$ cat config.mk
export PLATFORM = sky130hd
export DESIGN_NAME = dram_edo_seq
export DESIGN_NICKNAME = d
export VERILOG_FILES = /design/src/rtl/dram_seq_pkg.sv /design/src/rtl/dram_cfg_clamp.sv /design/src/rtl/dram_rd_capture.sv /design/src/rtl/dram_seq_fsm.sv /design/src/rtl/dram_edo_seq.sv
export SDC_FILE = /design/constraint.sdc
export NUM_CORES = 1
export LEC_CHECK = 0
export ABC_AREA = 0
export CAP_MARGIN = 20
export CELL_PAD_IN_SITES_DETAIL_PLACEMENT = 2
export CELL_PAD_IN_SITES_GLOBAL_PLACEMENT = 2
export CORE_ASPECT_RATIO = 1.75
export CORE_MARGIN = 2
export CORE_UTILIZATION = 25
export CTS_CLUSTER_DIAMETER = 80
export DETAILED_ROUTE_END_ITERATION = 10
export GPL_TIMING_DRIVEN = 0
export PLACE_DENSITY_LB_ADDON = 0.1
export SKIP_CTS_REPAIR_TIMING = 1
export SYNTH_ARGS = -nofsm -noshare
export SYNTH_HDL_FRONTEND = slang
export SYNTH_SLANG_ARGS = --single-unit
$ cat constraint.sdc
create_clock -name clk -period 4.5 [get_ports clk]
set_clock_uncertainty 0.1 [all_clocks]
set_input_delay 0.9 -clock clk [delete_from_list [all_inputs] [get_ports clk]]
set_output_delay 0.9 -clock clk [all_outputs]
set_load 0.005 [all_outputs]
$ cat src/rtl/dram_seq_pkg.sv
package dram_seq_pkg;
  localparam int TW = 4;
  localparam int LW = 2;
  localparam int ROWA_TICKS = 4;
  localparam int ROW_HOLD = 2;

  typedef enum logic [2:0] {
    ST_IDLE, ST_PRE, ST_ROWA, ST_CASL, ST_GAP, ST_TAIL, ST_DONE
  } seq_state_e;

  typedef enum logic [1:0] {
    OP_RD = 2'd0, OP_WR = 2'd1, OP_RD_WR = 2'd2, OP_WR_RD = 2'd3
  } seq_op_e;

  typedef struct packed {
    logic [TW-1:0] rp;
    logic [TW-1:0] ras;
    logic [TW-1:0] cas;
    logic [TW-1:0] cp;
    logic [TW-1:0] rtw;
    logic [TW-1:0] wtr;
  } seq_timing_t;

  localparam int NFIELD = 6;
endpackage

$ cat src/rtl/dram_cfg_clamp.sv
module dram_cfg_clamp #(
  parameter int W  = 4,
  parameter int LO = 1,
  parameter int HI = 8
) (
  input  logic [W-1:0] raw,
  output logic [W-1:0] val
);
  localparam logic [W-1:0] LO_V = W'(LO);
  localparam logic [W-1:0] HI_V = W'(HI);

  always_comb begin
    if (raw < LO_V)      val = LO_V;
    else if (raw > HI_V) val = HI_V;
    else                 val = raw;
  end
endmodule

$ cat src/rtl/dram_rd_capture.sv
module dram_rd_capture #(
  parameter int DW = 32,
  parameter int LW = 2
) (
  input  logic          clk,
  input  logic          rst_n,
  input  logic          arm,
  input  logic [LW-1:0] sel,
  input  logic [DW-1:0] din,
  output logic [DW-1:0] rdata,
  output logic          cap_ok
);
  logic          pend_q, pend_d;
  logic [LW-1:0] left_q, left_d;
  logic          cap_en;

  always_comb begin
    pend_d = pend_q;
    left_d = left_q;
    cap_en = 1'b0;
    if (arm) begin
      if (sel == '0) begin
        cap_en = 1'b1;
      end else begin
        pend_d = 1'b1;
        left_d = sel - LW'(1);
      end
    end else if (pend_q) begin
      if (left_q == '0) begin
        cap_en = 1'b1;
        pend_d = 1'b0;
      end else begin
        left_d = left_q - LW'(1);
      end
    end
  end

  always_ff @(posedge clk or negedge rst_n) begin
    if (!rst_n) begin
      pend_q <= 1'b0;
      left_q <= '0;
    end else begin
      pend_q <= pend_d;
      left_q <= left_d;
    end
  end

  always_ff @(posedge clk or negedge rst_n) begin
    if (!rst_n)      rdata <= '0;
    else if (cap_en) rdata <= din;
  end

  assign cap_ok = !pend_q || (left_q == '0);


  cap_no_overlap_chk: assert property (@(posedge clk) disable iff (!rst_n)
    arm |-> !pend_q);

  cap_bounded_chk: assert property (@(posedge clk) disable iff (!rst_n)
    (pend_q && left_q == '0) |=> !pend_q);
endmodule

$ cat src/rtl/dram_seq_fsm.sv
module dram_seq_fsm
  import dram_seq_pkg::*;
#(
  parameter int AW = 9,
  parameter int DW = 32,
  parameter int NB = 2,
  localparam int BW = (NB > 1) ? $clog2(NB) : 1
) (
  input  logic          clk,
  input  logic          rst_n,
  input  logic          req_valid,
  output logic          req_ready,
  input  logic [1:0]    req_op,
  input  logic [BW-1:0] req_bank,
  input  logic          req_cop,
  input  logic [AW-1:0] req_row,
  input  logic [AW-1:0] req_col_a,
  input  logic [AW-1:0] req_col_b,
  input  logic [DW-1:0] req_wdata,
  input  seq_timing_t   tim,
  input  logic [LW-1:0] lat_cop,
  input  logic [LW-1:0] lat_gen,
  input  logic          cap_ok,
  output logic          cap_arm,
  output logic [LW-1:0] cap_sel,
  output logic          done,
  output logic [NB-1:0] ras_n,
  output logic          cas_n,
  output logic          we_n,
  output logic          oe_n,
  output logic [AW-1:0] addr,
  output logic [DW-1:0] dq_out,
  output logic          dq_oe
);
  localparam int RW = TW + 1;

  seq_state_e    state_q, state_d;
  logic [TW-1:0] cnt_q, cnt_d;
  logic [RW-1:0] rcnt_q, rcnt_d;
  logic          second_q, second_d;
  seq_op_e       op_q;
  logic [BW-1:0] bank_q;
  logic [AW-1:0] row_q, cola_q, colb_q;
  logic [DW-1:0] wdata_q;
  seq_timing_t   tim_q;
  logic [LW-1:0] sel_q;

  logic          accept, first_wr, is_pair, cur_wr, ras_low;
  logic          we_lo, oe_lo;
  logic [AW-1:0] cur_col;
  logic [TW-1:0] gap_len;

  assign accept   = (state_q == ST_IDLE) && req_valid;
  assign first_wr = (op_q == OP_WR) || (op_q == OP_WR_RD);
  assign is_pair  = (op_q == OP_RD_WR) || (op_q == OP_WR_RD);
  assign cur_wr   = second_q ? !first_wr : first_wr;
  assign cur_col  = second_q ? colb_q : cola_q;
  assign gap_len  = cur_wr ? tim_q.rtw : tim_q.wtr;
  assign ras_low  = (state_q == ST_ROWA) || (state_q == ST_CASL) ||
                    (state_q == ST_GAP)  || (state_q == ST_TAIL);

  always_comb begin
    state_d  = state_q;
    cnt_d    = cnt_q + TW'(1);
    second_d = second_q;
    cap_arm  = 1'b0;
    rcnt_d   = (ras_low && rcnt_q != '1) ? rcnt_q + RW'(1) : rcnt_q;
    case (state_q)
      ST_IDLE: begin
        cnt_d = '0;
        if (accept) begin
          state_d  = ST_PRE;
          second_d = 1'b0;
        end
      end
      ST_PRE: begin
        if (cnt_q == tim_q.rp - TW'(1)) begin
          state_d = ST_ROWA;
          cnt_d   = '0;
          rcnt_d  = '0;
        end
      end
      ST_ROWA: begin
        if (cnt_q == TW'(ROWA_TICKS - 1)) begin
          state_d = ST_CASL;
          cnt_d   = '0;
        end
      end
      ST_CASL: begin
        if (cnt_q == tim_q.cas - TW'(1)) begin
          cnt_d   = '0;
          cap_arm = !cur_wr;
          if (is_pair && !second_q) begin
            state_d  = ST_GAP;
            second_d = 1'b1;
          end else begin
            state_d = ST_TAIL;
          end
        end
      end
      ST_GAP: begin
        if (cnt_q == gap_len - TW'(1)) begin
          state_d = ST_CASL;
          cnt_d   = '0;
        end
      end
      ST_TAIL: begin
        if ((cnt_q + TW'(1) >= tim_q.cp) &&
            (rcnt_q + RW'(1) >= {1'b0, tim_q.ras}) && cap_ok) begin
          state_d = ST_DONE;
          cnt_d   = '0;
        end
      end
      ST_DONE: begin
        if (cnt_q == TW'(1)) begin
          state_d = ST_IDLE;
          cnt_d   = '0;
        end
      end
      default: state_d = ST_IDLE;
    endcase
  end

  always_ff @(posedge clk or negedge rst_n) begin
    if (!rst_n) begin
      state_q  <= ST_IDLE;
      cnt_q    <= '0;
      rcnt_q   <= '0;
      second_q <= 1'b0;
    end else begin
      state_q  <= state_d;
      cnt_q    <= cnt_d;
      rcnt_q   <= rcnt_d;
      second_q <= second_d;
    end
  end

  always_ff @(posedge clk or negedge rst_n) begin
    if (!rst_n) begin
      op_q    <= OP_RD;
      bank_q  <= '0;
      row_q   <= '0;
      cola_q  <= '0;
      colb_q  <= '0;
      wdata_q <= '0;
      tim_q   <= '0;
      sel_q   <= '0;
    end else if (accept) begin
      op_q    <= seq_op_e'(req_op);
      bank_q  <= req_bank;
      row_q   <= req_row;
      cola_q  <= req_col_a;
      colb_q  <= req_col_b;
      wdata_q <= req_wdata;
      tim_q   <= tim;
      sel_q   <= req_cop ? lat_cop : lat_gen;
    end
  end

  always_comb begin
    we_lo = 1'b0;
    oe_lo = 1'b0;
    addr  = '0;
    case (state_q)
      ST_PRE:  addr = row_q;
      ST_ROWA: begin
        addr  = (cnt_q < TW'(ROW_HOLD)) ? row_q : cola_q;
        we_lo = cur_wr && (cnt_q == TW'(ROWA_TICKS - 1));
        oe_lo = !cur_wr && (cnt_q >= TW'(ROW_HOLD));
      end
      ST_CASL: begin
        addr  = cur_col;
        we_lo = cur_wr;
        oe_lo = !cur_wr;
      end
      ST_GAP: begin
        addr  = cur_col;
        we_lo = cur_wr && (cnt_q == gap_len - TW'(1));
        oe_lo = !cur_wr;
      end
      ST_TAIL: addr = cur_col;
      default: addr = '0;
    endcase
  end

  assign ras_n     = ras_low ? ~(NB'(1) << bank_q) : '1;
  assign cas_n     = (state_q != ST_CASL);
  assign we_n      = !we_lo;
  assign oe_n      = !oe_lo;
  assign dq_oe     = we_lo;
  assign dq_out    = wdata_q;
  assign done      = (state_q == ST_DONE);
  assign req_ready = (state_q == ST_IDLE);
  assign cap_sel   = sel_q;


  one_bank_chk: assert property (@(posedge clk) disable iff (!rst_n)
    $countones(~ras_n) <= 1);

  cas_in_row_chk: assert property (@(posedge clk) disable iff (!rst_n)
    !cas_n |-> (ras_n != '1));

  we_setup_chk: assert property (@(posedge clk) disable iff (!rst_n)
    ($fell(cas_n) && !we_n) |-> !$past(we_n));

  we_oe_excl_chk: assert property (@(posedge clk) disable iff (!rst_n)
    !(!we_n && !oe_n));

  done_rise_chk: assert property (@(posedge clk) disable iff (!rst_n)
    $rose(done) |=> done);

  done_width_chk: assert property (@(posedge clk) disable iff (!rst_n)
    (done && $past(done)) |=> !done);

  done_rows_closed_chk: assert property (@(posedge clk) disable iff (!rst_n)
    done |-> (ras_n == '1));

  start_from_idle_chk: assert property (@(posedge clk) disable iff (!rst_n)
    (state_q == ST_PRE && $past(state_q) != ST_PRE) |-> $past(state_q) == ST_IDLE);
endmodule

$ cat src/rtl/dram_edo_seq.sv
module dram_edo_seq
  import dram_seq_pkg::*;
#(
  parameter int AW = 9,
  parameter int DW = 32,
  parameter int NB = 2
) (
  input  logic                  clk,
  input  logic                  rst_n,
  input  logic [TW-1:0]         cfg_rp,
  input  logic [TW-1:0]         cfg_ras,
  input  logic [TW-1:0]         cfg_cas,
  input  logic [TW-1:0]         cfg_cp,
  input  logic [TW-1:0]         cfg_rtw,
  input  logic [TW-1:0]         cfg_wtr,
  input  logic [LW-1:0]         cfg_lat_cop,
  input  logic [LW-1:0]         cfg_lat_gen,
  input  logic                  req_valid,
  output logic                  req_ready,
  input  logic [1:0]            req_op,
  input  logic [$clog2(NB)-1:0] req_bank,
  input  logic                  req_cop,
  input  logic [AW-1:0]         req_row,
  input  logic [AW-1:0]         req_col_a,
  input  logic [AW-1:0]         req_col_b,
  input  logic [DW-1:0]         req_wdata,
  output logic [DW-1:0]         rd_data,
  output logic                  done,
  output logic [NB-1:0]         dram_ras_n,
  output logic                  dram_cas_n,
  output logic                  dram_we_n,
  output logic                  dram_oe_n,
  output logic [AW-1:0]         dram_addr,
  input  logic [DW-1:0]         dram_dq_in,
  output logic [DW-1:0]         dram_dq_out,
  output logic                  dram_dq_oe
);
  function automatic int lo_of(int i);
    case (i)
      5, 4:    return 5;
      3:       return 1;
      default: return 2;
    endcase
  endfunction

  function automatic int hi_of(int i);
    case (i)
      5, 4:    return 8;
      3:       return 2;
      2:       return 3;
      default: return 6;
    endcase
  endfunction

  logic [1:0] rsync_q;
  logic       rst_s_n;

  always_ff @(posedge clk or negedge rst_n) begin
    if (!rst_n) rsync_q <= 2'b00;
    else        rsync_q <= {rsync_q[0], 1'b1};
  end
  assign rst_s_n = rsync_q[1];

  logic [NFIELD-1:0][TW-1:0] raw_f, lim_f;
  seq_timing_t               tim;

  assign raw_f = {cfg_rp, cfg_ras, cfg_cas, cfg_cp, cfg_rtw, cfg_wtr};

  for (genvar g = 0; g < NFIELD; g++) begin : g_clamp
    dram_cfg_clamp #(.W(TW), .LO(lo_of(g)), .HI(hi_of(g))) u_clamp (
      .raw (raw_f[g]),
      .val (lim_f[g])
    );
  end
  assign tim = seq_timing_t'(lim_f);

  logic          cap_arm, cap_ok;
  logic [LW-1:0] cap_sel;

  dram_seq_fsm #(.AW(AW), .DW(DW), .NB(NB)) u_fsm (
    .clk       (clk),
    .rst_n     (rst_s_n),
    .req_valid (req_valid),
    .req_ready (req_ready),
    .req_op    (req_op),
    .req_bank  (req_bank),
    .req_cop   (req_cop),
    .req_row   (req_row),
    .req_col_a (req_col_a),
    .req_col_b (req_col_b),
    .req_wdata (req_wdata),
    .tim       (tim),
    .lat_cop   (cfg_lat_cop),
    .lat_gen   (cfg_lat_gen),
    .cap_ok    (cap_ok),
    .cap_arm   (cap_arm),
    .cap_sel   (cap_sel),
    .done      (done),
    .ras_n     (dram_ras_n),
    .cas_n     (dram_cas_n),
    .we_n      (dram_we_n),
    .oe_n      (dram_oe_n),
    .addr      (dram_addr),
    .dq_out    (dram_dq_out),
    .dq_oe     (dram_dq_oe)
  );

  dram_rd_capture #(.DW(DW), .LW(LW)) u_cap (
    .clk    (clk),
    .rst_n  (rst_s_n),
    .arm    (cap_arm),
    .sel    (cap_sel),
    .din    (dram_dq_in),
    .rdata  (rd_data),
    .cap_ok (cap_ok)
  );
endmodule

==> out/metrics.yaml <==
outcome:
  status: "finished clean"
placement:
  io_buffers: 205
  dpl_cell_area_um2: 9032
  place_congestion: 0.8353
  dp_cells: 1171
  dp_slack_ns: 0.5601
  dp_hpwl_um: 17420
setup_path:
  crit_cells: 7
  worstReg2RegStart: "u_fsm.tim_q[12]"
  worst-path-max-fanout: 9
  cp-start-kind: "register"
  slowest_stage: "nor2_1"
  critical_path_buf_inv_count: 2
  cpMostUsedCell: "nor2_1"
  end_kind: "primary output"
  critPathTopFamily: "simple AND/OR/NAND/NOR gates"
  rr_worst_depth: 8
  cp-startpoint: "u_fsm.state_q[2]"
  path_cells: "or2b_4, nor2_1, nor2_1, nor2_1, a222oi_1, inv_1, clkdlybuf4s50_1"
  cp_slowest_stage_delay_ns: 0.62
  crit_type: "reg -> out"
  critPathRequiredTime_ns: 3.50
  arrival_ns: 3.17
clocking:
  root_buffer: "clkbuf_16"
  clk_pin_slew_worst_paths_ns: 0.06
  cts_tree: "done"
  clock_sinks: 138
  htree_levels: 4
  cts_buffers: 17
  clk_latency_ns: 0.45
  cts_buffer_depth: 2
timing:
  rsz0062_at_grt: "no"
  setup_viol: 0
  max-slew-margin-rel_pct: 47.02
  finalHoldViolCount: 0
  post-route-worst-setup-slack_ns: 0.3335
  finalMaxSlewViolations: 0
  finalCritPeriodShare_pct: 92.59
  tightest_slew_ns: 0.7918
  max_freq_mhz: 240.0
  fin_crit_ns: 4.166
synth:
  synth-seq-cells: 138
  synth-warning-count: 0
  synth_flop_cell: "dfrtp_1"
  synthDistinctLibCells: 58
  avgSynthCellArea_um2: 10.13
  synthesis.instances: 643
  async_reset_ff_share_pct: 100.0
  synthesis.nets: 785
  seq_area_frac_synth_pct: 53.00
  synth_edf_count: 0
  synth_area_um2: 6516
floorplanning:
  dieArea_um2: 27420
  core_region_area_um2: 25760
  fp.dieH_um: 217.6
  rows: 78
  pin_count: 207
  die_w_um: 126.0
  initial_core_util_pct: 25.29
power_and_ir_drop:
  leakagePower_nw: 4.460
  power_density_nw_per_um2: 665.5
  irDropWorstVdd_mv: 0.3600
  power.total_mw: 6.435
routing:
  wl_um: 22300
  vias_per_cell: 4.550
  post-route-drc-count: 0
  postRouteAntennaNets: 0
  wl_per_cell_um: 18.51
  vias: 5483
  firstDrtPassIters: 4
  drtIter0Drc: 123
grt:
  antenna_found_initial: 0
  grt_pass1_vias: 6470
  grt_pass1_wl_um: 36010
  grt_max_degree: 52
  grt_use_total_pct: 17.08
  grt_overflow: 0
layout:
  seqCellArea_um2: 3457
  design_area_um2: 9669
  n_fill_cell: 2825
  finalNonFillerCells: 1205
  layout-drive-gt1-share_pct: 9.492
  finalNetCount: 1015
  layout_common_cells: "nand2_1 (214), clkdlybuf4s50_1 (205), dfrtp_1 (137)"
  diodes: 0
  layout_commonest_cell: "nand2_1"
  area_growth_pct: 48.39
  multi_input_area_um2: 2773
  fin_util_pct: 37.53
run:
  max-cap-violations: 0
worst_hold_path:
  hold_class: "reg -> async"
[flip-flops by register name, summed over array words and instances, names as in the netlist]
name            cells
u_cap.rdata        32
u_fsm.dq_out       32
u_fsm.tim_q        24
u_fsm.cola_q        9
u_fsm.colb_q        9
u_fsm.row_q         9
u_fsm.rcnt_q        5
u_fsm.cnt_q         4
u_fsm.state_q       3
rsync_q             2
u_cap.left_q        2
u_fsm.cap_sel       2
u_fsm.op_q          2
u_cap.pend_q        1
u_fsm.bank_q        1
u_fsm.second_q      1
[stage by stage]
stage          hold WS [ns]  setup TNS (ns)
3_5_place_dp         0.2477               0
6_report             0.2235               0
3_3_place_gp         0.2376         -231.53
2_1_floorplan        0.2312               0
4_1_cts              0.2609               0
5_1_grt              0.2765               0
[final cells by class]
class	count	area share, %
tap	320	4.141
clock buffer	23	4.840
clock inverter	8	1.475
inverter	32	1.242
buffer	28	1.799
multi-input combinational	445	28.67
timing repair buffer	211	22.08
sequential	138	35.75
[cells in the mapped netlist (3+ instances only)]
library cell	n	area [µm²]
nand2_1	214	803.3
dfrtp_1	138	3453
inv_1	32	120.1
mux2_4	31	465.5
nor2_1	29	108.9
o21ai_0	22	110.1
clkbuf_1	20	75.07
ha_1	16	200.2
xnor2_1	15	131.4
a21oi_1	12	60.06
xor2_1	12	105.1
a222oi_1	9	90.09
mux2i_1	9	90.09
nand2b_1	8	50.05
nor3_1	7	35.03
and2_1	5	31.28
nand3_1	5	25.02
or3_1	4	25.02
a31oi_1	3	18.77
buf_12	3	60.06
o31ai_1	3	22.52
[power by group]
part           leakage [nW]  switching [mW]  internal [mW]  total (mW)
clock                 0.297           0.544          0.950        1.49
sequential             1.76           0.335           1.73        2.06
combinational          2.40            1.41           1.47        2.88
total                  4.46            2.29           4.14        6.43
[cell families after synthesis]
group,count (synthesis),synth area share (%)
other,1,0.05755
AND/OR/NAND/NOR,290,19.14
AO/OA/AOI/OAI,67,7.047
XOR/XNOR,29,4.301
adder cells (fa/ha/maj),16,3.072
buffers and inverters,60,4.512
multiplexers,42,8.871
flip-flops,138,53.00
[final timing paths]
kind / to / slack [ns]
hold / removal: u_cap.rdata[5] / 0.22
setup reg to reg: u_cap.rdata[29] / 1.67
hold reg to reg: u_cap.rdata[5] / 0.22
max in group asynchronous: u_fsm.cnt_q[0] / 3.12
min in group clk: rsync_q[1] / 0.26
setup / recovery: dram_addr[4] / 0.33
[metal layers]
metal	track usage [%]	share of wire [%]	vias to the layer above	routed length [µm]
li1	-	-	2570	-
met5	0	0	-	0
met3	4.367	5.4	24	1212
met1	17.03	36	2731	7941
met4	6.740	1.8	0	412
met2	33.14	57	158	12730
Note: power is estimated with default switching activity, not from simulation.
